`src/rtl/word_framer_pkg.sv`:
```
package word_framer_pkg;
  localparam int unsigned LEAD_BITS  = 1;
  localparam int unsigned BOUND_BITS = 2;

  function automatic int unsigned frame_len(input int unsigned dw);
    return dw + LEAD_BITS + BOUND_BITS;
  endfunction
endpackage

```
`src/rtl/wf_sync.sv`:
```
module wf_sync #(
  parameter int unsigned STAGES = 2
) (
  input  logic clk_i,
  input  logic rst_ni,
  input  logic d_i,
  output logic q_o
);
  logic [STAGES-1:0] sync_q;

  always_ff @(posedge clk_i or negedge rst_ni) begin
    if (!rst_ni) sync_q <= '0;
    else         sync_q <= {sync_q[STAGES-2:0], d_i};
  end

  assign q_o = sync_q[STAGES-1];
endmodule

```
`src/rtl/wf_capture.sv`:
```
module wf_capture #(
  parameter int unsigned DATA_W = 22
) (
  input  logic              clk_i,
  input  logic              rst_ni,
  input  logic              pclk_i,
  input  logic [DATA_W-1:0] data_i,
  output logic              rise_o,
  output logic [DATA_W-1:0] word_o
);
  logic pclk_q;

  assign rise_o = pclk_i & ~pclk_q;

  always_ff @(posedge clk_i or negedge rst_ni) begin
    if (!rst_ni) begin
      pclk_q <= 1'b0;
      word_o <= '0;
    end else begin
      pclk_q <= pclk_i;
      if (rise_o) word_o <= data_i;
    end
  end
endmodule

```
`src/rtl/wf_lock.sv`:
```
module wf_lock #(
  parameter int unsigned LOCK_CYCLES = 4096
) (
  input  logic clk_i,
  input  logic rst_ni,
  input  logic run_i,
  input  logic tick_i,
  output logic locked_o
);
  localparam int unsigned CW = (LOCK_CYCLES > 1) ? $clog2(LOCK_CYCLES) : 1;
  localparam logic [CW-1:0] LAST = CW'(LOCK_CYCLES - 1);

  logic [CW-1:0] cnt_q;

  always_ff @(posedge clk_i or negedge rst_ni) begin
    if (!rst_ni) begin
      cnt_q    <= '0;
      locked_o <= 1'b0;
    end else if (!run_i) begin
      cnt_q    <= '0;
      locked_o <= 1'b0;
    end else if (tick_i && !locked_o) begin
      if (cnt_q == LAST) locked_o <= 1'b1;
      else               cnt_q    <= cnt_q + 1'b1;
    end
  end
endmodule

```
`src/rtl/wf_shifter.sv`:
```
module wf_shifter
  import word_framer_pkg::*;
#(
  parameter int unsigned DATA_W = 22,
  localparam int unsigned FL = frame_len(DATA_W),
  localparam int unsigned CW = $clog2(FL)
) (
  input  logic              clk_i,
  input  logic              rst_ni,
  input  logic              active_i,
  input  logic              bit_en_i,
  input  logic [DATA_W-1:0] word_i,
  output logic              sdata_o,
  output logic [CW-1:0]     bit_cnt_o
);
  localparam logic [CW-1:0] LAST = CW'(FL - 1);

  logic [FL-1:0] sh_q;
  logic [FL-1:0] next_frame;

  // lead zero at LSB, data LSB-first, two inverted boundary bits at top
  assign next_frame = {{BOUND_BITS{~word_i[DATA_W-1]}}, word_i, {LEAD_BITS{1'b0}}};

  always_ff @(posedge clk_i or negedge rst_ni) begin
    if (!rst_ni) begin
      sh_q      <= '0;
      bit_cnt_o <= LAST;
    end else if (!active_i) begin
      sh_q      <= '0;
      bit_cnt_o <= LAST;
    end else if (bit_en_i) begin
      if (bit_cnt_o == LAST) begin
        sh_q      <= next_frame;
        bit_cnt_o <= '0;
      end else begin
        sh_q      <= {1'b0, sh_q[FL-1:1]};
        bit_cnt_o <= bit_cnt_o + 1'b1;
      end
    end
  end

  assign sdata_o = sh_q[0];
endmodule

```
`src/rtl/word_framer.sv`:
```
module word_framer
  import word_framer_pkg::*;
#(
  parameter int unsigned DATA_W      = 22,
  parameter int unsigned LOCK_CYCLES = 4096,
  parameter int unsigned SYNC_STAGES = 2
) (
  input  logic              clk_i,
  input  logic              rst_ni,
  input  logic              pd_ni,
  input  logic              bit_en_i,
  input  logic              pclk_i,
  input  logic [DATA_W-1:0] data_i,
  output logic              sdata_o,
  output logic              soe_o
);
  localparam int unsigned CW = $clog2(frame_len(DATA_W));

  logic              run_s;
  logic              pclk_rise;
  logic [DATA_W-1:0] held_word;
  logic              locked;
  logic              sh_bit;
  logic [CW-1:0]     bit_cnt;

  wf_sync #(.STAGES(SYNC_STAGES)) u_pd_sync (
    .clk_i (clk_i),
    .rst_ni(rst_ni),
    .d_i   (pd_ni),
    .q_o   (run_s)
  );

  wf_capture #(.DATA_W(DATA_W)) u_capture (
    .clk_i (clk_i),
    .rst_ni(rst_ni),
    .pclk_i(pclk_i),
    .data_i(data_i),
    .rise_o(pclk_rise),
    .word_o(held_word)
  );

  wf_lock #(.LOCK_CYCLES(LOCK_CYCLES)) u_lock (
    .clk_i   (clk_i),
    .rst_ni  (rst_ni),
    .run_i   (run_s),
    .tick_i  (pclk_rise),
    .locked_o(locked)
  );

  wf_shifter #(.DATA_W(DATA_W)) u_shifter (
    .clk_i    (clk_i),
    .rst_ni   (rst_ni),
    .active_i (locked),
    .bit_en_i (bit_en_i),
    .word_i   (held_word),
    .sdata_o  (sh_bit),
    .bit_cnt_o(bit_cnt)
  );

  assign soe_o   = locked;
  assign sdata_o = locked & sh_bit;
endmodule

```
`config.mk`:
```
export PLATFORM = sky130hd
export DESIGN_NAME = word_framer
export DESIGN_NICKNAME = d
export VERILOG_FILES = /design/src/rtl/word_framer_pkg.sv /design/src/rtl/wf_sync.sv /design/src/rtl/wf_capture.sv /design/src/rtl/wf_lock.sv /design/src/rtl/wf_shifter.sv /design/src/rtl/word_framer.sv
export SDC_FILE = /design/constraint.sdc
export NUM_CORES = 1
export LEC_CHECK = 0
export ABC_AREA = 1
export BUFFER_PORTS_ARGS = -buffer_cell sky130_fd_sc_hd__buf_4
export CORE_MARGIN = 3
export CORE_UTILIZATION = 54
export CTS_CLUSTER_SIZE = 20
export DETAILED_ROUTE_END_ITERATION = 8
export PLACE_DENSITY = 0.76
export SYNTH_ARGS = -nofsm -noshare
export SYNTH_HDL_FRONTEND = slang
export SYNTH_HIERARCHICAL = 1
export SYNTH_SLANG_ARGS = --single-unit
```
`constraint.sdc`:
```
create_clock -name clk_i -period 1.5 [get_ports clk_i]
set_input_delay 0.15 -clock clk_i [delete_from_list [all_inputs] [get_ports clk_i]]
set_output_delay 0.15 -clock clk_i [all_outputs]
set_load 0.1 [all_outputs]
```
==> results of run 1 <==
==> timing repair <==
action,in CTS,in global routing
endpoints found under the hold margin,23,0
buffers inserted,0,1
resized for setup,0,9
hold buffers,2,0
endpoints found under the setup margin,0,36
==> state kept, by name (all words and copies together), names as in the netlist <==
name                 cells
u_shifter/sh_q          25
u_capture/word_o        22
u_lock/cnt_q            12
u_shifter/bit_cnt_o      5
u_pd_sync/sync_q         2
u_capture/pclk_q         1
u_lock/locked_o          1
==> power by group through the flow <==
stage                     Combinational, mW  Clock [mW]  Sequential, mW
after floorplan                       0.182           0            1.98
after global placement                0.309           0            1.99
after detailed placement              0.315           0            2.00
after CTS                             0.322        1.44            1.96
after global routing                  0.371        1.52            1.97
final                                 0.318        1.39            1.96
==> layout by cell type, fill, tap and decap left out, types with 4 or more instances in the layout <==
cell type,n
a21oi_1,7
buf_4,38
clkbuf_8,12
dfrtp_1,65
inv_1,62
nand2_1,163
nand2_2,4
nand3_1,86
nand4_1,5
nor2_1,19
o21ai_0,7
==> cell families (layout without fill, tap and decap cells) <==
kind of cell	after synthesis	count (layout)
DFF	68	68
AOI/OAI and AO/OA	17	17
adders and majority gates	3	3
xor gates and xnor gates	3	3
buffers and inverters	86	128
and+or+nand+nor	285	285
==> worst min-delay path, stage by stage <==
cell,delay [ns]
buf_4,0.07
nand3_1,0.06
nand2_1,0.06
==> worst max-delay path by stage <==
stage	to	slack [ns]	depth (start not counted)
after global routing	u_shifter/sh_q[22]	-0.006	8
final	u_shifter/sh_q[22]	0.08	8
after detailed placement	u_lock/cnt_q[10]	0.03	6
after global placement	u_lock/cnt_q[10]	0.05	6
after floorplan	u_shifter/sh_q[10]	0.05	5
after CTS	u_lock/cnt_q[10]	0.01	6
==> stage by stage <==
step	setup TNS (ns)	hold WS (ns)
after detailed placement	0	0.0760
after floorplan	0	-0.146
after global routing	-0.0116	0.0289
after CTS	0	0.0178
final	0	0.0392
after global placement	0	0.0738
==> routing by layer <==
metal  track usage, %  part of all wire (%)  vias to the layer above
met5                0                     0                        -
met4             10.8                   1.7                        0
met2             34.0                    48                       64
li1                 -                     -                     1505
met1             26.5                    47                     1366
met3             3.36                   3.4                        9
==> cell type report <==
class / count / area share [%]
Sequential cell: 68 / 42.2
Clock buffer: 14 / 4.27
Clock inverter: 2 / 0.248
Multi-Input combinational cell: 308 / 34.8
Tap cell: 75 / 2.32
Inverter: 68 / 6.47
Timing Repair Buffer: 44 / 9.66
==> summary.md, run 1 <==
| Metric | Value |
|---|---|
| Area share of the largest cell type after synthesis | `47.8%` |
| Worst Path Buf+Inv | `3` |
| Synth area leaders | `dfrtp_1, nand2_1, nand3_1` |
| Complex-gate fraction of the synthesized area | `2.53%` |
| First-pass GRT wire length | `12300 µm` |
| Seq/Total Area, Yosys | `49.3%` |
| Fin nets | `529` |
| Post-synth EDFFs | `0` |
| Yosys reg bits | `68` |
| Status | `finished, final reports clean` |
| R2r endpoint | `u_shifter/sh_q[22]` |
| Post-Synth Simple-Gate Area | `35.6%` |
| Initial antenna violation count | `0` |
| Clock-pin slew on the worst setup and hold paths | `0.07 ns` |
| Lkg Pwr | `2.14 nW` |
| Family with the most delay on the worst path | `buffers and inverters` |
| Period utilisation layout | `94.4%` |
| VDD IR max | `0.570 mV` |
| Slowest cell delay on critical path | `0.39 ns` |
| Die span in y | `86.0 µm` |
| Vias in the first global route | `2807` |
| GRT overflow | `0` |
| Critical Path Source Type | `register` |
| Most frequent cell after synthesis | `nand2_1` |
| Slew HR | `72.6%` |
| R2R setup slack | `0.08 ns` |
| Crit path time final | `1.42 ns` |
| Sequential cell area | `1710 µm²` |
| Crit path kind | `reg2reg` |
| Critical path arrival | `1.64 ns` |
| # IOs | `29` |
| Reg-to-Reg Start | `u_shifter/bit_cnt_o[0]` |
| Most used DFF post-synth | `dfrtp_1` |
| Syn nets | `492` |
| Via/cell ratio | `5.08` |
| Largest family of logic cells by synthesized area | `simple AND/OR/NAND/NOR gates` |
| Yosys warns | `6` |
| Max-slew violation count | `0` |
| Routed wire length per instance | `12.1 µm` |
| Syn-to-layout area delta | `16.8%` |
| Slowest CP cell | `dfrtp_1` |
| DIE AREA | `7400 µm²` |
| Syn Std Cell Area | `3460 µm²` |
| Core area | `6060 µm²` |
| Starting DRC count in detailed routing | `152` |
| CTS Buf Count | `9` |
| Max Buffers Root-to-Sink | `2` |
| Hold Vio Cnt, Final | `0` |
| WP data required | `1.73 ns` |
| Reg power frac | `53.5%` |
| Largest net degree at the start of global routing | `30` |
| Hold Crit Start | `data_i[2]` |
| GRT Util Overall | `20.8%` |
| Netlist cell types | `26` |
| Post-Layout Inst Area | `4040 µm²` |
| Clock skew | `0.0102 ns` |
| Row cnt | `28` |
| Worst-Margin Slew | `0.411 ns` |
| Initial cell density of the core | `57.1%` |
| CP max FO | `10` |
| Dpl cell area | `3780 µm²` |
| Antenna Nets Post-Route | `0` |
| Root buf cell | `clkbuf_8` |
| Logic gate share of total power | `8.7%` |
| Worst skew pair latency | `0.34 ns` |
| Placer Congestion | `0.794` |
| Fmax | `706 MHz` |
| Die Span X | `86.0 µm` |
| XOR/XNOR share of the synthesized area | `0.760%` |
| Worst Hold Path Cells | `3` |
| Worst Hold Path EP | `u_capture/word_o[2]` |
| Synth area leader | `dfrtp_1` |
| Placed Instances | `559` |
| Routed wire length | `6980 µm` |
| CP endpoint kind | `register` |
| Cells along the critical path | `inv_1 > ha_1 > nand2_1 > inv_4 > clkbuf_16 > nand3_1 > nand3_1 > nand2_1` |
| Final HPWL DP | `4700 µm` |
| Diode count | `0` |
| HP Class | `in2reg` |
| Mux share of post-synthesis cell area | `0%` |
| Internal power | `2.79 mW` |
| CTS H-tree lvls | `3` |
| Multi-input logic area | `1410 µm²` |
| Syn Inst Count | `462` |
| Util after Layout | `66.7%` |
| Synth cell count leaders | `nand2_1, nand3_1, dfrtp_1` |
| Post-route setup slack | `0.0841 ns` |
| Pre-CTS setup slack | `0.0273 ns` |
| Setup violators final | `0` |
| CTS sink count | `68` |
| Adder-cell share of the synthesized area | `1.09%` |
| Critical path launch point | `u_shifter/bit_cnt_o[0]` |
| Drt pass-1 iters | `4` |
| Power per cell area | `908 nW/µm²` |
| Synth async-reset ratio | `100%` |
| FF-to-FF path depth | `8` |
| Layout cells sized above 1 | `14.9%` |
| Average size of a mapped cell | `7.49 µm²` |
| P_sw | `0.879 mW` |
| Net Sw Frac | `24.0%` |
| FILL cells | `513` |
| DRC viols | `0` |
| CTS tree | `yes` |
| IO buf count | `28` |
| Vias | `2944` |
| Clock share of power | `37.9%` |
| Tot Pwr | `3.67 mW` |
| Fin cells | `579` |
| Max-Cap Viols | `0` |
Note: power is estimated with default switching activity, not from simulation.
==> inputs of run 2 (changes only) <==
- BUFFER_PORTS_ARGS: -buffer_cell sky130_fd_sc_hd__buf_4 -> default
- CORE_UTILIZATION: 54 -> 35
- DONT_BUFFER_PORTS: default -> 1
- PLACE_DENSITY: 0.76 -> default
==> run 2 against run 1 <==
Net effect: the flow now finishes with violations (negative hold slack); flip-flop and latch count stayed put; core utilization fell by 23 points; first-iteration DRC count shrank 7.9%; fmax is 1.6% higher; sequential power about the same; total power increased by 15%; via count is 1.1% lower; die area increased by 50%; clock-buffer cell count fell by 4; non-clock buffer count fell by 9; register-to-register slack improved by 0.02 ns; clock power up 43%; critical endpoint is now u_lock/cnt_q[0]; largest cell class unchanged.
==> summary.md, run 2 (synthesized netlist as in run 1, its figures left out) <==
| Metric | Value |
|---|---|
| CTS H-tree lvls | `3 (unchanged)` |
| Largest register FFs | `25 (unchanged)` |
| HP Class | `in2async (was in2reg)` |
| Min Hold Slack | `-0.510 ns (was 0.0392 ns)` |
| Max Buffers Root-to-Sink | `2 (unchanged)` |
| Dpl cell area | `3620 µm² (was 3780 µm²)` |
| CTS sink count | `68 (unchanged)` |
| Worst-Margin Slew | `0.822 ns (was 0.411 ns)` |
| Core area | `9420 µm² (was 6060 µm²)` |
| DRC viols | `0 (unchanged)` |
| Clock share of power | `47.2% (was 37.9%)` |
| Worst Path Buf+Inv | `1 (was 3)` |
| Max-slew violation count | `0 (unchanged)` |
| Initial cell density of the core | `36.7% (was 57.1%)` |
| Antenna Nets Post-Route | `0 (unchanged)` |
| Placer Congestion | `0.840 (was 0.794)` |
| Routed wire length per instance | `11.4 µm (was 12.1 µm)` |
| Slowest cell delay on critical path | `0.40 ns (was 0.39 ns)` |
| DIE AREA | `11100 µm² (was 7400 µm²)` |
| Setup violators final | `0 (unchanged)` |
| Reg power frac | `46.4% (was 53.5%)` |
| VDD IR max | `0.592 mV (was 0.570 mV)` |
| # IOs | `29 (unchanged)` |
| CTS Hold Buffers Added | `24 (was 2)` |
| Root buf cell | `clkbuf_8 (unchanged)` |
| GRT overflow | `0 (unchanged)` |
| Drt pass-1 iters | `4 (unchanged)` |
| Slew HR | `45.0% (was 72.6%)` |
| IO buf count | `0 (was 28)` |
| CTS Buf Count | `9 (unchanged)` |
| Die span in y | `105 µm (was 86.0 µm)` |
| Max-Cap Viols | `0 (unchanged)` |
| Clock skew | `0.0110 ns (was 0.0102 ns)` |
| Lkg Pwr | `2.09 nW (was 2.14 nW)` |
| Clock-pin slew on the worst setup and hold paths | `0.08 ns (was 0.07 ns)` |
| Post-Layout Inst Area | `4140 µm² (was 4040 µm²)` |
| Internal power | `3.32 mW (was 2.79 mW)` |
| Violated checks | `negative hold slack` |
| Starting DRC count in detailed routing | `140 (was 152)` |
| CP max FO | `7 (was 10)` |
| Commonest cells after routing, fill and taps aside | `nand2_1, nand3_1, dfrtp_1 (unchanged)` |
| RSZ-0062 raised after global routing | `false` |
| Critical Path Source Type | `register (unchanged)` |
| Fin nets | `520 (was 529)` |
| Fmax | `717 MHz (was 706 MHz)` |
| Worst skew pair latency | `0.35 ns (was 0.34 ns)` |
| Initial antenna violation count | `0 (unchanged)` |
| R2R setup slack | `0.11 ns (was 0.08 ns)` |
| Final HPWL DP | `4580 µm (was 4700 µm)` |
| Syn-to-layout area delta | `19.8% (was 16.8%)` |
| Slowest CP cell | `dfrtp_1 (unchanged)` |
| Top reg by flops | `u_shifter/sh_q (unchanged)` |
| Die Span X | `105 µm (was 86.0 µm)` |
| Cells along the critical path | `ha_1 > nand2_1 > nor2_2 > nand3_2 > nand2_2 > inv_2 > nand3_1 > o21ai_1 (was inv_1 > ha_1 > nand2_1 > inv_4 > clkbuf_16 > nand3_1 > nand3_1 > nand2_1)` |
| Power per cell area | `1020 nW/µm² (was 908 nW/µm²)` |
| Net Sw Frac | `21.4% (was 24.0%)` |
| Layout cells sized above 1 | `8.69% (was 14.9%)` |
| CP endpoint kind | `register (unchanged)` |
| WP data required | `1.74 ns (was 1.73 ns)` |
| Largest regs | `u_shifter/sh_q (25), u_capture/word_o (22), u_lock/cnt_q (12) (unchanged)` |
| Crit path kind | `reg2reg (unchanged)` |
| Diode count | `0 (unchanged)` |
| Family with the most delay on the worst path | `simple AND/OR/NAND/NOR gates (was buffers and inverters)` |
| Via/cell ratio | `4.67 (was 5.08)` |
| Period utilisation layout | `92.9% (was 94.4%)` |
| Setup TNS | `0 ns (unchanged)` |
| Vias in the first global route | `2864 (was 2807)` |
| Row cnt | `35 (was 28)` |
| Vias | `2911 (was 2944)` |
| P_sw | `0.903 mW (was 0.879 mW)` |
| Status | `finished, violations left (was finished, final reports clean)` |
| First-pass GRT wire length | `12900 µm (was 12300 µm)` |
| Routed wire length | `7100 µm (was 6980 µm)` |
| GRT Util Overall | `14.1% (was 20.8%)` |
| Critical path arrival | `1.63 ns (was 1.64 ns)` |
| CTS tree | `yes (unchanged)` |
| Logic gate share of total power | `6.3% (was 8.7%)` |
| Hold Vio Cnt, Final | `68 (was 0)` |
| Largest net degree at the start of global routing | `69 (was 30)` |
| Crit path time final | `1.39 ns (was 1.42 ns)` |
| Commonest non-fill, non-tap cell in the layout | `nand2_1 (unchanged)` |
run 2: cell count changes in the layout (fill, tap and decap cells not counted), moves of 2 or more:
cell           previous run  this run
clkinv_2                  2         0
bufinv_16                 0         4
clkbuf_8                 12         9
buf_4                    38         8
dlygate4sd3_1             2        24
run 2: area by class of cell:
type                       count  area (µm²)
tap                          129         161
sequential                    68        1710
fill                         951        5270
clock buffer                  10         128
timing repair buffer          35         352
inverter                      68         259
multi-input combinational    308        1400
clock inverter                 6         136
run 2: repair_timing:
item / 4_1_cts / 5_1_grt
endpoints found under the setup margin: 2 / 32
resized for setup: 1 / 6
setup buffers: 0 / 0
hold endpoints to repair: 92 / 68
run 2: power groups by stage:
stage	registers [mW]	logic, mW	clock network, mW
after floorplan	1.98	0.182	0
after global placement	1.99	0.202	0
after detailed placement	1.99	0.208	0
after CTS	1.96	0.267	2.06
after global routing	1.97	0.315	2.14
final	1.96	0.267	1.99
run 2: routing by layer:
layer  track usage [%]  vias up  wire (µm)
li1                  -     1484          -
met1              18.5     1374       3490
met2              22.3       48       3270
met3              3.49        5        260
met4              5.90        0         84
met5                 0        -          0
run 2: metrics by stage:
step	cells	utilization, %	power [mW]	worst slack (ns)	hold WS (ns)
global route	624	44.0	4.42	0.00367	-0.540
detailed placement	584	38.4	2.20	-0.0215	-0.143
finish	624	44.0	4.22	0.106	-0.510
floorplan	462	-	2.16	0.0506	-0.146
global placement	584	38.4	2.19	0.0542	-0.143
CTS	624	43.8	4.28	0.0397	-0.531
run 2: path summary, 6_finish.rpt:
| kind | cells past startpoint | startpoint | end |
|---|---|---|---|
| worst max register to register | 8 | u_lock/cnt_q[1] | u_lock/cnt_q[0] |
| worst min register to register | 0 | u_pd_sync/sync_q[0] | u_pd_sync/sync_q[1] |
| max in group asynchronous | 0 | rst_ni | u_shifter/bit_cnt_o[4] |
| min in group clk_i | 3 | bit_en_i | u_shifter/bit_cnt_o[4] |
| worst max-delay path | 8 | u_lock/cnt_q[1] | u_lock/cnt_q[0] |
| worst min-delay path | 0 | rst_ni | u_lock/cnt_q[10] |
